File: config.mk
export PLATFORM = sky130hd
export DESIGN_NAME = rmii_dibit_if
export DESIGN_NICKNAME = d
export VERILOG_FILES = /design/src/rtl/rmii_dibit_pkg.sv /design/src/rtl/rmii_tx_serializer.sv /design/src/rtl/rmii_rx_assembler.sv /design/src/rtl/rmii_dibit_if.sv
export SDC_FILE = /design/constraint.sdc
export NUM_CORES = 1
export LEC_CHECK = 0
export ABC_AREA = 1
export ABC_CLOCK_PERIOD_IN_PS = 3100
export BUFFER_PORTS_ARGS = -buffer_cell sky130_fd_sc_hd__buf_4
export CAP_MARGIN = 20
export CORE_MARGIN = 3
export CORE_UTILIZATION = 31
export CTS_CLUSTER_DIAMETER = 60
export DETAILED_ROUTE_END_ITERATION = 10
export PLACE_DENSITY = 0.53
export SYNTH_ARGS = -nofsm -noshare
export SYNTH_HDL_FRONTEND = slang
export SYNTH_SLANG_ARGS = --single-unit
File: constraint.sdc
create_clock -name clk -period 3.1 [get_ports clk]
set_input_delay 0.31 -clock clk [delete_from_list [all_inputs] [get_ports clk]]
set_output_delay 0.31 -clock clk [all_outputs]
set_load 0.1 [all_outputs]
File: src/rtl/rmii_dibit_pkg.sv
// Shared definitions for the RMII dibit interface.
// Assumes nothing beyond a synthesizable SystemVerilog flow.
package rmii_dibit_pkg;
    typedef enum logic {
        TX_IDLE  = 1'b0,
        TX_SHIFT = 1'b1
    } tx_state_e;
endpackage

File: src/rtl/rmii_tx_serializer.sv
// Turns a handshaked byte stream into transmit symbols, lowest bit pair first.
// Assumes the producer holds a byte stable until in_ready takes it; a frame
// opens only on a byte marked in_sof and runs without gaps.
module rmii_tx_serializer
    import rmii_dibit_pkg::*;
#(
    parameter int BYTE_W  = 8,
    parameter int DIBIT_W = 2
) (
    input  logic               clk,
    input  logic               rst_n,
    input  logic [BYTE_W-1:0]  in_data,
    input  logic               in_valid,
    input  logic               in_sof,
    input  logic               in_eof,
    output logic               in_ready,
    output logic [DIBIT_W-1:0] out_dibit,
    output logic               out_en
);
    localparam int SLOTS = BYTE_W / DIBIT_W;
    localparam int CNT_W = (SLOTS > 1) ? $clog2(SLOTS) : 1;
    localparam logic [CNT_W-1:0] LAST_SLOT = CNT_W'(SLOTS - 1);

    tx_state_e         state;
    logic [BYTE_W-1:0] shreg;
    logic [CNT_W-1:0]  slot;
    logic              final_q;
    logic              at_end;
    logic              accept;

    assign at_end   = (slot == LAST_SLOT);
    assign in_ready = (state == TX_IDLE) || (at_end && !final_q);
    assign accept   = in_valid && in_ready;

    // Frame sequencing: load, shift one symbol per clock, chain or close.
    always_ff @(posedge clk) begin
        if (!rst_n) begin
            state   <= TX_IDLE;
            shreg   <= '0;
            slot    <= '0;
            final_q <= 1'b0;
        end else begin
            case (state)
                TX_IDLE: begin
                    if (accept && in_sof) begin
                        shreg   <= in_data;
                        slot    <= '0;
                        final_q <= in_eof;
                        state   <= TX_SHIFT;
                    end
                end
                default: begin
                    if (at_end) begin
                        slot <= '0;
                        if (accept) begin
                            shreg   <= in_data;
                            final_q <= in_eof;
                        end else begin
                            state <= TX_IDLE;
                        end
                    end else begin
                        shreg <= shreg >> DIBIT_W;
                        slot  <= slot + CNT_W'(1);
                    end
                end
            endcase
        end
    end

    // Symbol output, forced to zero outside a frame.
    always_comb begin
        out_en    = (state == TX_SHIFT);
        out_dibit = out_en ? shreg[DIBIT_W-1:0] : '0;
    end
endmodule

File: src/rtl/rmii_rx_assembler.sv
// Rebuilds bytes from receive symbols that arrive with carrier high and no
// error, and reports frame end with error and alignment flags.
// Assumes carrier is a clean level marking one frame per high period.
module rmii_rx_assembler #(
    parameter int BYTE_W  = 8,
    parameter int DIBIT_W = 2
) (
    input  logic               clk,
    input  logic               rst_n,
    input  logic [DIBIT_W-1:0] dibit,
    input  logic               carrier,
    input  logic               err_in,
    output logic [BYTE_W-1:0]  byte_data,
    output logic               byte_valid,
    output logic               byte_sof,
    output logic               frame_end,
    output logic               frame_err,
    output logic               align_err
);
    localparam int SLOTS = BYTE_W / DIBIT_W;
    localparam int CNT_W = (SLOTS > 1) ? $clog2(SLOTS) : 1;
    localparam logic [CNT_W-1:0] LAST_SLOT = CNT_W'(SLOTS - 1);

    logic [BYTE_W-1:0] acc;
    logic [BYTE_W-1:0] acc_next;
    logic [CNT_W-1:0]  slot;
    logic              in_frame;
    logic              err_seen;
    logic              first_pend;
    logic              take;

    assign take     = carrier && !err_in;
    assign acc_next = {dibit, acc[BYTE_W-1:DIBIT_W]};

    // Symbol collection, byte emission and end-of-frame reporting.
    always_ff @(posedge clk) begin
        if (!rst_n) begin
            acc        <= '0;
            slot       <= '0;
            in_frame   <= 1'b0;
            err_seen   <= 1'b0;
            first_pend <= 1'b1;
            byte_data  <= '0;
            byte_valid <= 1'b0;
            byte_sof   <= 1'b0;
            frame_end  <= 1'b0;
            frame_err  <= 1'b0;
            align_err  <= 1'b0;
        end else begin
            byte_valid <= 1'b0;
            byte_sof   <= 1'b0;
            frame_end  <= 1'b0;
            frame_err  <= 1'b0;
            align_err  <= 1'b0;
            if (carrier) begin
                in_frame <= 1'b1;
                if (err_in) begin
                    err_seen <= 1'b1;
                end
                if (take) begin
                    acc <= acc_next;
                    if (slot == LAST_SLOT) begin
                        slot       <= '0;
                        byte_data  <= acc_next;
                        byte_valid <= 1'b1;
                        byte_sof   <= first_pend;
                        first_pend <= 1'b0;
                    end else begin
                        slot <= slot + CNT_W'(1);
                    end
                end
            end else if (in_frame) begin
                frame_end  <= 1'b1;
                frame_err  <= err_seen;
                align_err  <= (slot != '0);
                in_frame   <= 1'b0;
                err_seen   <= 1'b0;
                slot       <= '0;
                first_pend <= 1'b1;
            end
        end
    end
endmodule

File: src/rtl/rmii_dibit_if.sv
// MAC-side RMII adapter: byte stream to two-bit symbols and back.
// Assumes one continuous 50 MHz reference clock for all ports.
module rmii_dibit_if #(
    parameter int BYTE_W  = 8,
    parameter int DIBIT_W = 2
) (
    input  logic               clk,
    input  logic               rst_n,
    input  logic [BYTE_W-1:0]  tx_data,
    input  logic               tx_valid,
    input  logic               tx_sof,
    input  logic               tx_eof,
    output logic               tx_ready,
    output logic [DIBIT_W-1:0] phy_txd,
    output logic               phy_tx_en,
    input  logic [DIBIT_W-1:0] phy_rxd,
    input  logic               phy_carrier_dv,
    input  logic               phy_rx_err,
    output logic [BYTE_W-1:0]  rx_data,
    output logic               rx_valid,
    output logic               rx_sof,
    output logic               rx_eof,
    output logic               rx_frame_err,
    output logic               rx_align_err
);
    // Transmit half.
    rmii_tx_serializer #(.BYTE_W(BYTE_W), .DIBIT_W(DIBIT_W)) u_tx (
        .clk       (clk),
        .rst_n     (rst_n),
        .in_data   (tx_data),
        .in_valid  (tx_valid),
        .in_sof    (tx_sof),
        .in_eof    (tx_eof),
        .in_ready  (tx_ready),
        .out_dibit (phy_txd),
        .out_en    (phy_tx_en)
    );

    // Receive half.
    rmii_rx_assembler #(.BYTE_W(BYTE_W), .DIBIT_W(DIBIT_W)) u_rx (
        .clk        (clk),
        .rst_n      (rst_n),
        .dibit      (phy_rxd),
        .carrier    (phy_carrier_dv),
        .err_in     (phy_rx_err),
        .byte_data  (rx_data),
        .byte_valid (rx_valid),
        .byte_sof   (rx_sof),
        .frame_end  (rx_eof),
        .frame_err  (rx_frame_err),
        .align_err  (rx_align_err)
    );
endmodule

After elaboration in Yosys (flattened, before gate mapping):

Cells that the tools add are included.

* bitwise logic cells: 3
* $add $sub $neg: 2
* mux-type cells: 30
* reductions and logical operators: 21
* equal/unequal tests: 8

Operators with widths (count)
* 2-to-1 mux 8 bit: 4
* 2-to-1 mux 1 bit: 18
* 2-to-1 mux 2 bit: 8
* AND reduction 3 bit: 4
* AND reduction 2 bit: 4
* inequality test 2 x 1 -> 1 bit, second input constant: 3
* nonzero test 2 bit: 3
* adder 2 x 1 -> 2 bit, second input constant: 2
* equality test 2 bit, second input constant: 2
* logical AND 1 bit: 4
* inequality test 2 bit, second input constant: 2
* AND reduction 4 bit: 1
* inequality test 3 bit, second input constant: 1
* inverter 1 bit: 3
* OR reduction 3 bit: 1
* logical NOT 1 bit: 2
* OR reduction 2 bit: 1
* logical OR 1 bit: 1

* bits in registers: 38
* logic and storage cells: 79
* bits of input ports: 17
* output and inout port bits: 17

Depth between registers and ports, before layout:

* word-level depth: 7
* mapped depth: 8

Modules after synthesis:

Synthesis repeated with hierarchy kept, for this count alone.

* cell total of the unflattened synthesis: 220
* area, all modules: 1622.8 um2

Modules (own cells, without submodules)
* rmii_rx_assembler: seq. area each 480.5 um2, instances 1, area an instance 904.6 um2, cells an instance 117
* rmii_tx_serializer: seq. area each 240.2 um2, instances 1, area an instance 718.2 um2, cells an instance 103

Least setup slack after synthesis:

No wires, ideal clock.

* path kind: reg-to-output
* start point: reg u_tx.state (netlist: u_tx.out_en)
* end point: out phy_txd[0]
* path buffers: 1
* arrival: 1828 ps
* data required time: 2790 ps
* path slack: 962 ps
* stages on the path, launching flop included: 4
* path through: dfxtp_1 -> buf_6 -> nand2_1 -> inv_1

* word-level cells in the longest chain between the ends: 1

Ends and longest elaborated chain
* start: declaration: line rmii_tx_serializer.sv:24 `tx_state_e state;`
* start signal: assignment: line rmii_tx_serializer.sv:38 `state <= TX_IDLE;`
* start signal: assignment: line rmii_tx_serializer.sv:49 `state <= TX_SHIFT;`
* start signal: assignment: line rmii_tx_serializer.sv:59 `state <= TX_IDLE;`
* 2-to-1 mux 2 bit: line rmii_tx_serializer.sv:73 `out_dibit = out_en ? shreg[DIBIT_W-1:0] : '0;`
* end: declaration: line rmii_dibit_if.sv:14 `output logic [DIBIT_W-1:0] phy_txd,`

No other way between the ends.

Worst setup path in the final report:

* start point: reg u_tx.slot[0]
* end point: out tx_ready

* word-level cells in the longest chain between the ends: 3

Ends and longest elaborated chain
* start: declaration: line rmii_tx_serializer.sv:26 `logic [CNT_W-1:0] slot;`
* start signal: assignment: line rmii_tx_serializer.sv:63 `slot <= slot + CNT_W'(1);`
* equality test 2 bit: line rmii_tx_serializer.sv:31 `assign at_end = (slot == LAST_SLOT);`
* logical AND 1 bit: line rmii_tx_serializer.sv:32 `assign in_ready = (state == TX_IDLE) || (at_end && !final_q);`
* logical OR 1 bit: line rmii_tx_serializer.sv:32
* end: declaration: line rmii_dibit_if.sv:13 `output logic tx_ready,`

No other way between the ends.

==> flow_metrics.py <==
metrics = {
    "synth": {
        "yosys_most_used_dff": "dfxtp_1",
        "yosysUniqueCellTypes": 22,
        "async_flop_share_pct": 0,
        "syn_nets": 222,
        "yosysWarnings": 0,
        "netlist_area_um2": 1550,
        "synth-seq-cells": 36,
        "synth_edf_count": 0,
        "ys_seq_area_share_pct": 46.4,
        "netlist_instances": 202,
        "avgSynthCellArea_um2": 7.69,
    },
    "floorplan": {
        "fp.dieH_um": 76.8,
        "num_rows": 25,
        "start_util_pct": 32.5,
        "ios": 34,
        "die_area_um2": 5900,
        "die_width_um": 76.8,
        "core_um2": 4790,
    },
    "pwr": {
        "combPwrFrac_pct": 14.8,
        "p_leak_nw": 0.950,
        "power.share.clock_pct": 38.2,
        "power.share.sequential_pct": 47.0,
        "power.density_nw_per_um2": 552,
        "switching_share_pct": 27.0,
        "ir_drop_v": 0.000290,
        "p_int_uw": 780,
        "switchingPower_uw": 289,
    },
    "global_route": {
        "grt-ovfl-total": 0,
        "grt_pass1_wl_um": 5490,
        "grt_max_degree": 25,
        "antenna_found_initial": 0,
        "track_usage_pct": 11.6,
        "grt_pass1_vias": 1242,
    },
    "drt": {
        "via_count": 1271,
        "wire_per_inst_um": 10.2,
        "antenna_left": 0,
        "drc": 0,
        "via_per_inst": 4.21,
        "finalWirelength_um": 3070,
        "first_pass_iters": 4,
        "dr.first_iter.drc_count": 48,
    },
    "timing": {
        "skew_ns": 0.00640,
        "hold_violations": 0,
        "final_max_slew_viol_count": 0,
        "slew_headroom_pct": 69.0,
        "fin_crit_ns": 1.72,
        "grt_setup_unrepaired": "false",
        "worst_slew_pin_slew_ns": 0.463,
        "fmax_mhz": 582,
        "setup-violations-final": 0,
        "post-route-period-util_pct": 55.4,
        "tns_ns": 0,
    },
    "setup_path": {
        "reg2reg_depth": 7,
        "cp_max_fo": 4,
        "rrSetupSlack_ns": 1.62,
        "worstPathRequired_ns": 2.79,
        "timing.rr.end": "u_tx.shreg[4]",
        "cp-start-kind": "flip-flop",
        "rr_startpoint": "u_tx.slot[0]",
        "endpoint_kind": "output port",
        "crit_arrival_ns": 1.41,
        "critPathKind": "reg2out",
    },
    "flow_run": {
        "maxCapViolations": 0,
    },
    "hold_path": {
        "hold_path_class": "in2reg",
        "min_to": "u_rx.byte_data[7]",
        "worst_hold_startpoint": "phy_rxd[1]",
        "hold_depth": 3,
    },
    "placed_design": {
        "routabilityCongestion": 0.727,
        "place_area_um2": 1820,
        "place.port_buffers": 33,
        "dp_hpwl_um": 2080,
    },
    "clocking": {
        "cts_made_buffers": 5,
        "cts_tree": "yes",
        "clkSinkCount": 36,
        "clock-root-buffer": "clkbuf_8",
        "cts_setup_buffers": 0,
        "ctsHtreeMaxLevel": 2,
        "holdBufCountCts": 0,
        "cts_buffer_depth": 2,
        "clk_pin_slew_ns": 0.08,
        "clk_latency_ns": 0.29,
        "cts_resized": 0,
    },
    "layout": {
        "synthToLayoutAreaGrowth_pct": 24.6,
        "fin_nets": 254,
        "drive_above_1_share_pct": 26.8,
        "final_common_cell": "nand2_1",
        "final_area_um2": 1940,
        "fillers": 502,
        "final_cell_mix": "nand2_1, dfxtp_1, buf_4",
        "antenna_cells": 0,
    },
    "status": {
        "status": "completed",
    },
}
==> routing by layer <==
metal | wire length, µm | vias to the layer above | global-route usage (%)
li1 | - | 689 | -
met1 | 1440 | 549 | 14.2
met2 | 1400 | 27 | 18.3
met3 | 186 | 6 | 4.34
met4 | 46 | 0 | 4.35
met5 | 0 | - | 0
==> worst max-delay path: stages, from the launching register on <==
cell and delay [ns]:
dfxtp_1 0.36, ha_1 0.28, nand2_2 0.10, nand2_4 0.08, buf_4 0.30
==> state kept, by name, summed over array words and instances (netlist names) <==
name and count:
u_rx.acc 6, u_rx.align_err 1, u_rx.byte_data 8, u_rx.byte_sof 1, u_rx.byte_valid 1, u_rx.err_seen 1
u_rx.first_pend 1, u_rx.frame_end 1, u_rx.frame_err 1, u_rx.in_frame 1, u_rx.slot 2, u_tx.final_q 1
u_tx.out_en 1, u_tx.shreg 8, u_tx.slot 2
==> per-stage QoR <==
stage	util [%]	hold WS (ns)	worst slack (ns)	std cells	power (mW)
floorplan	-	0.403	0.962	202	0.641
global placement	38.1	0.436	1.67	294	0.673
detailed placement	38.1	0.438	1.64	294	0.673
CTS	40.4	0.203	1.36	302	1.09
global route	40.4	0.224	1.28	302	1.13
finish	40.4	0.220	1.38	302	1.07
==> cell families after synthesis <==
kind of cell             after synthesis  synth area share (%)
adder cells (fa/ha/maj)                3                  2.42
AO/OA/AOI/OAI                         26                  10.7
flip-flops                            36                  46.4
buffers and inverters                 30                  9.26
AND/OR/NAND/NOR                      107                  31.2
==> Yosys cell counts, types with 2 or more instances <==
cell       n  area, µm²
buf_6      2       22.5
inv_1     19       71.3
o21ai_0    7       35.0
nand2_1   52        195
a21oi_1    9       45.0
nand3_1   14       70.1
clkbuf_1   3       11.3
inv_2      3       11.3
nand2_4    3       33.8
nand2_2    3       18.8
dfxtp_1   36        721
a21oi_2    7       61.3
nor2_4     4       45.0
ha_1       3       37.5
nor3_1     2       10.0
o21ai_2    2       17.5
nor2_1    28        105
==> cell type report <==
cell class | instances | area, µm² | area share [%]
inverter | 22 | 82.6 | 4.27
clock buffer | 5 | 68.8 | 3.56
sequential | 36 | 721 | 37.2
multi-input combinational | 136 | 689 | 35.6
clock inverter | 3 | 42.5 | 2.20
timing repair buffer | 33 | 248 | 12.8
tap | 67 | 83.8 | 4.33
==> power by group through the flow <==
stage               Combinational [mW]  Clock [mW]  Sequential, mW
floorplan                        0.119           0           0.522
global placement                 0.159           0           0.514
detailed placement               0.159           0           0.514
CTS                              0.160       0.431           0.503
global route                     0.182       0.442           0.506
finish                           0.158       0.408           0.503
==> worst max-delay path by stage <==
| stage | slack, ns | to | cells after the start | from |
|---|---|---|---|---|
| finish | 1.38 | tx_ready | 4 | u_tx.slot[0] |
| global route | 1.28 | tx_ready | 4 | u_tx.slot[0] |
| CTS | 1.36 | tx_ready | 4 | u_tx.slot[0] |
| detailed placement | 1.64 | u_tx.shreg[4] | 7 | u_tx.slot[0] |
| global placement | 1.67 | u_tx.shreg[0] | 7 | u_tx.slot[0] |
| floorplan | 0.96 | phy_txd[0] | 3 | u_tx.out_en |
(Power assumes the default switching activity.)
